===== src/rtl/memprot_pkg.sv =====
package memprot_pkg;

    localparam int CFG_W = 8;
    localparam logic [CFG_W-1:0] CFG_KEEP = 8'h9F;

    typedef enum logic [1:0] {
        MODE_OFF    = 2'd0,
        MODE_WORD_A = 2'd1,
        MODE_WORD_B = 2'd2,
        MODE_POW2   = 2'd3
    } match_mode_e;

    typedef enum logic {
        SEL_CFG  = 1'b0,
        SEL_ADDR = 1'b1
    } csr_sel_e;

    typedef struct packed {
        logic        lock;
        logic [1:0]  rsvd;
        match_mode_e mode;
        logic [2:0]  xwr;
    } region_cfg_t;

endpackage


===== src/rtl/memprot_region.sv =====
module memprot_region
    import memprot_pkg::*;
#(
    parameter int WA_W = 30
) (
    input  logic            clk,
    input  logic            rst_n,
    input  logic            cfg_we,
    input  logic [CFG_W-1:0] cfg_wdata,
    input  logic            addr_we,
    input  logic [WA_W-1:0] addr_wdata,
    input  logic [WA_W-1:0] acc_word,
    output region_cfg_t     cfg_q,
    output logic [WA_W-1:0] addr_q,
    output logic            hit
);

    logic [WA_W-1:0] span_mask;
    logic [WA_W-1:0] cmp_mask;
    logic            enabled;

    // A locked region keeps its contents until reset.
    always_ff @(posedge clk or negedge rst_n) begin
        if (!rst_n) begin
            cfg_q  <= '0;
            addr_q <= '0;
        end else if (!cfg_q.lock) begin
            if (cfg_we) begin
                cfg_q <= region_cfg_t'(cfg_wdata & CFG_KEEP);
            end
            if (addr_we) begin
                addr_q <= addr_wdata;
            end
        end
    end

    // Bits up to and including the lowest zero are don't-care.
    assign span_mask = ~(addr_q ^ (addr_q + WA_W'(1)));

    always_comb begin
        unique case (cfg_q.mode)
            MODE_OFF: begin
                enabled  = 1'b0;
                cmp_mask = '1;
            end
            MODE_WORD_A, MODE_WORD_B: begin
                enabled  = 1'b1;
                cmp_mask = '1;
            end
            MODE_POW2: begin
                enabled  = 1'b1;
                cmp_mask = span_mask;
            end
        endcase
    end

    assign hit = enabled && (((acc_word ^ addr_q) & cmp_mask) == '0);

endmodule


===== src/rtl/memprot_select.sv =====
module memprot_select #(
    parameter int N     = 16,
    parameter int IDX_W = 4
) (
    input  logic [N-1:0]     hit_vec,
    output logic             any_hit,
    output logic [IDX_W-1:0] first
);

    assign any_hit = |hit_vec;

    // Scan downwards so the lowest index is written last.
    always_comb begin
        first = '0;
        for (int i = N - 1; i >= 0; i--) begin
            if (hit_vec[i]) begin
                first = IDX_W'(i);
            end
        end
    end

endmodule


===== src/rtl/memprot_grant.sv =====
module memprot_grant
    import memprot_pkg::*;
(
    input  logic        any_hit,
    input  logic        mach,
    input  region_cfg_t sel_cfg,
    output logic [2:0]  perm
);

    always_comb begin
        unique case ({any_hit, mach})
            2'b00: perm = 3'b000;
            2'b01: perm = 3'b111;
            2'b10: perm = sel_cfg.xwr;
            2'b11: perm = sel_cfg.lock ? sel_cfg.xwr : 3'b111;
        endcase
    end

endmodule


===== src/rtl/memprot_unit.sv =====
module memprot_unit
    import memprot_pkg::*;
#(
    parameter int NREG  = 16,
    parameter int XLEN  = 32,
    localparam int WA_W  = XLEN - 2,
    localparam int IDX_W = $clog2(NREG)
) (
    input  logic             clk,
    input  logic             rst_n,
    input  logic             wr_en,
    input  logic             wr_kind,
    input  logic [IDX_W-1:0] wr_idx,
    input  logic [XLEN-1:0]  wr_data,
    input  logic             rd_kind,
    input  logic [IDX_W-1:0] rd_idx,
    output logic [XLEN-1:0]  rd_data,
    input  logic [XLEN-1:0]  acc_addr,
    input  logic             acc_mach,
    output logic [2:0]       acc_perm,
    output logic             acc_hit,
    output logic [IDX_W-1:0] acc_region
);

    localparam int BPW  = XLEN / CFG_W;
    localparam int NGRP = NREG / BPW;

    region_cfg_t           cfg_all  [NREG];
    logic [WA_W-1:0]       addr_all [NREG];
    logic [NREG-1:0]       hit_vec;
    logic [NREG*CFG_W-1:0] cfg_flat;
    logic [NREG*WA_W-1:0]  addr_flat;
    region_cfg_t           sel_cfg;
    logic                  unused_low;

    assign unused_low = ^acc_addr[1:0];

    for (genvar i = 0; i < NREG; i++) begin : g_reg
        localparam int GRP  = i / BPW;
        localparam int LANE = i % BPW;

        logic cfg_we_i;
        logic addr_we_i;

        assign cfg_we_i  = wr_en && (wr_kind == SEL_CFG)  && (wr_idx == IDX_W'(GRP));
        assign addr_we_i = wr_en && (wr_kind == SEL_ADDR) && (wr_idx == IDX_W'(i));

        memprot_region #(
            .WA_W(WA_W)
        ) u_region (
            .clk       (clk),
            .rst_n     (rst_n),
            .cfg_we    (cfg_we_i),
            .cfg_wdata (wr_data[LANE*CFG_W +: CFG_W]),
            .addr_we   (addr_we_i),
            .addr_wdata(wr_data[WA_W-1:0]),
            .acc_word  (acc_addr[XLEN-1:2]),
            .cfg_q     (cfg_all[i]),
            .addr_q    (addr_all[i]),
            .hit       (hit_vec[i])
        );

        assign cfg_flat[i*CFG_W +: CFG_W] = cfg_all[i];
        assign addr_flat[i*WA_W +: WA_W]  = addr_all[i];
    end

    // Read-back over the current contents.
    always_comb begin
        rd_data = '0;
        if (rd_kind == SEL_ADDR) begin
            rd_data = XLEN'(addr_all[rd_idx]);
        end else begin
            for (int g = 0; g < NGRP; g++) begin
                if (rd_idx == IDX_W'(g)) begin
                    for (int l = 0; l < BPW; l++) begin
                        rd_data[l*CFG_W +: CFG_W] = cfg_all[g*BPW + l];
                    end
                end
            end
        end
    end

    memprot_select #(
        .N    (NREG),
        .IDX_W(IDX_W)
    ) u_select (
        .hit_vec(hit_vec),
        .any_hit(acc_hit),
        .first  (acc_region)
    );

    assign sel_cfg = cfg_all[acc_region];

    memprot_grant u_grant (
        .any_hit(acc_hit),
        .mach   (acc_mach),
        .sel_cfg(sel_cfg),
        .perm   (acc_perm)
    );

endmodule


===== config.mk =====
export PLATFORM = sky130hd
export DESIGN_NAME = memprot_unit
export DESIGN_NICKNAME = d
export VERILOG_FILES = /design/src/rtl/memprot_pkg.sv /design/src/rtl/memprot_region.sv /design/src/rtl/memprot_select.sv /design/src/rtl/memprot_grant.sv /design/src/rtl/memprot_unit.sv
export SDC_FILE = /design/constraint.sdc
export NUM_CORES = 2
export LEC_CHECK = 0
export CORE_ASPECT_RATIO = 1.1
export CORE_MARGIN = 4
export CORE_UTILIZATION = 25
export CTS_CLUSTER_DIAMETER = 200
export DETAILED_ROUTE_END_ITERATION = 7
export DONT_BUFFER_PORTS = 1
export MAX_ROUTING_LAYER = met4
export PLACE_DENSITY = 0.36
export SYNTH_ARGS = -nofsm -noshare
export SYNTH_HDL_FRONTEND = slang
export SYNTH_SLANG_ARGS = --single-unit

===== constraint.sdc =====
create_clock -name clk -period 12 [get_ports clk]
set_clock_uncertainty 0.2 [all_clocks]
set_input_delay 0 -clock clk [delete_from_list [all_inputs] [get_ports clk]]
set_output_delay 0 -clock clk [all_outputs]
set_load 0.02 [all_outputs]

==> metrics.txt <==
outcome complete, no violations; Post-CTS Setup Bufs 0; # DRC 0; Synth Net Count 3871; largest net degree at the start of global routing 577; Area growth syn-to-layout 14.7%; Synth Warn # 0; VDD IR max 94.8 uV; Synth async-reset ratio 100%; final count of hold timing violations 0; Routed WL 203000 um; root buffer cell clkbuf_16; CTS Buffer Depth 3; CTS buffer count 74; io pins 118; Main synth FF type dfrtp_1; number of global-route vias before repair 32229; fill cell count 16685; Final Critical Period 7.06 ns; Power Total 6.89 mW; Inst Count DP 5647; WL per Instance 34.4 um; Finished Cell Area 45600 sq um; die area 165000 sq um; HPWL Detailed 149000 um; period utilisation layout 58.8%; CP Cell Sequence nand3_1 > nor2_1 > a22oi_1 > a2111oi_0 > nand3_1 > or4_1 > o31a_1 > o21ai_1 > a211o_1 > a21o_1 > buf_4 > mux2i_1 > mux2i_1 > mux2_2 > a211o_1; fraction of layout cells with a size suffix above 1 25.2%; RSZ-0062 raised after global routing false; Layout Nets 3833; H-Tree Depth 3; startpoint types flip-flop; PD cells 151 nW/um^2; synth unique cells 94; register area share after synthesis 36.3%; number of flops mapped to enable cells by yosys 0; Resize count post-CTS 0; core area 158000 sq um; initial antenna violation count 20; Largest stage delay, worst path 0.79 ns; initial core utilization 25.1%; Critical Path Fanout Max 27; Placed Instance Area 41700 sq um; row count 153; Crit path max-delay family compound AO/OA/AOI/OAI gates; worst relative slew slack 11.8%; die width 388 um; Finished Layout Cells 5897; DR pass1 iterations 6; crit path DAT 6.86 ns; Setup violations, final 0; worst path required time 11.80 ns; Sink Count 576; DR vias/cell 5.68; Overflow after GRT 0; top achievable clock speed 142 MHz; synthesis-stage register bit count 576; clock-pin slew on the worst setup and hold paths 0.06 ns; final setup TNS 0 ns; Worst-Margin Slew 1.31 ns; number of routed nets with antenna violations 0; Cells after Synth 3773; Avg Inst Size Synth 10.5 sq um; CP max-delay cell nor2_1; Max-cap violations 0; later-pin clock latency in the skew report 0.68 ns; total track usage 24.6%; Final Max Tran Viols 0; Iter 0 DRT Violations 3806; type of the worst setup path flip-flop to output pin; Post-Syn Area 39800 sq um; hold_buf cts 97; die span in y 426 um; buffers added on ports 0; CP bufs+invs 1; CP endpoint kind output pin; Min-Delay Path Class input port to flip-flop; total number of vias 33512; GP Congestion 0.931; Leakage 17.9 nW; first-pass GRT wire length 279000 um; CTS tree yes
cell usage in the layout, fill, tap and decap left out, drive strengths merged, types with 21 or more instances in the layout:
| cell | n |
|---|---|
| a21o | 21 |
| a21oi | 117 |
| a22oi | 71 |
| a31oi | 100 |
| a41oi | 37 |
| and2 | 37 |
| and3 | 52 |
| and4 | 32 |
| buf | 66 |
| clkbuf | 104 |
| dfrtp | 576 |
| dlygate4sd3 | 77 |
| inv | 72 |
| mux2 | 564 |
| mux2i | 32 |
| mux4 | 150 |
| nand2 | 204 |
| nand3 | 138 |
| nand4 | 109 |
| nor2 | 176 |
| nor3 | 65 |
| nor4 | 85 |
| o21ai | 92 |
| o22ai | 33 |
| or4 | 23 |
| xnor2 | 232 |
| xor2 | 186 |
synth_stat cells (all sizes together) (15+ instances only):
library cell,n,share of area (%)
a21o,21,0.40
a21oi,117,1.5
a22oi,71,1.3
a31oi,100,1.6
a41oi,37,0.82
and2,37,0.58
and3,52,0.82
and4,32,0.71
buf,45,0.56
clkbuf,212,2.0
dfrtp,576,36
ha,20,0.63
inv,70,0.66
mux2,564,16
mux2i,32,0.81
mux4,150,8.5
nand2,204,1.9
nand3,138,1.8
nand4,109,1.7
nor2,176,1.7
nor2b,15,0.24
nor3,65,0.83
nor4,85,1.6
o2111ai,16,0.35
o211ai,15,0.28
o21ai,92,1.2
o22ai,33,0.52
o31ai,16,0.34
or2,17,0.27
or3,15,0.24
or4,23,0.44
xnor2,232,5.1
xor2,186,4.1
registers in the layout (all words and copies together) (netlist names):
register	flops
g.u_region.cfg_q	96
g.u_region.addr_q	480
routing by layer:
metal  up-vias  global-route usage (%)  share of wire [%]  wire length, um
li1      14320                       -                  -                -
met3       246                    4.09                6.5            13200
met2      1279                    37.8                 45            91600
met5         -                       -                  0                0
met1     17667                    32.9                 45            90300
met4         0                    8.46                3.8             7680
final timing paths:
kind	to	cells after the start	start	slack, ns
min	g_reg[11].u_region.addr_q[1]	4	wr_en	0.001
max reg2reg	g_reg[0].u_region.addr_q[19]	3	g_reg[0].u_region.cfg_q[7]	8.96
min in group asynchronous	g_reg[8].u_region.addr_q[4]	4	rst_n	0.36
min reg2reg	g_reg[12].u_region.cfg_q[1]	1	g_reg[12].u_region.cfg_q[1]	0.34
max	acc_perm[0]	15	g_reg[9].u_region.cfg_q[3]	4.94
max in group asynchronous	g_reg[3].u_region.addr_q[20]	5	rst_n	9.59
cell families after synthesis:
group | after synthesis | synth area share, %
buffers and inverters | 327 | 3.22
and+or+nand+nor | 1017 | 13.8
other | 1 | 0.00943
DFF | 576 | 36.3
muxes | 746 | 25.3
adders and majority gates | 21 | 0.655
xor gates and xnor gates | 418 | 9.21
AOI/OAI and AO/OA | 667 | 11.5
per-stage QoR:
stage               worst slack (ns)  utilization (%)  hold slack, ns
finish                          4.94             28.8         0.00106
global route                    4.87             28.8          0.0318
CTS                             5.07             28.7           -1.16
detailed placement              5.83             26.4          -0.414
global placement                5.87             26.4          -0.418
floorplan                       7.66                -          -0.496
final cells by class:
| class | instances | area [sq um] | area share (%) |
|---|---|---|---|
| Clock buffer | 104 | 2170 | 4.76 |
| Clock inverter | 26 | 302 | 0.662 |
| Antenna cell | 16 | 40.0 | 0.0878 |
| Tap cell | 2092 | 2620 | 5.74 |
| Sequential cell | 576 | 14400 | 31.6 |
| Timing Repair Buffer | 143 | 1640 | 3.60 |
| Multi-Input combinational cell | 2870 | 24100 | 53.0 |
| Inverter | 70 | 263 | 0.576 |
report_power, final:
group          switching, mW  total (mW)  internal [mW]
registers              0.656        2.91           2.25
clock network          0.969        2.35           1.39
logic                  0.836        1.63          0.789
tightest hold or removal path, delay by kind of cell:
| kind | cells | cell delay (ns) |
|---|---|---|
| buf+inv | 1 | 0.27 |
| mux | 1 | 0.29 |
| simple gates | 2 | 0.27 |
(Power assumes the default switching activity.)
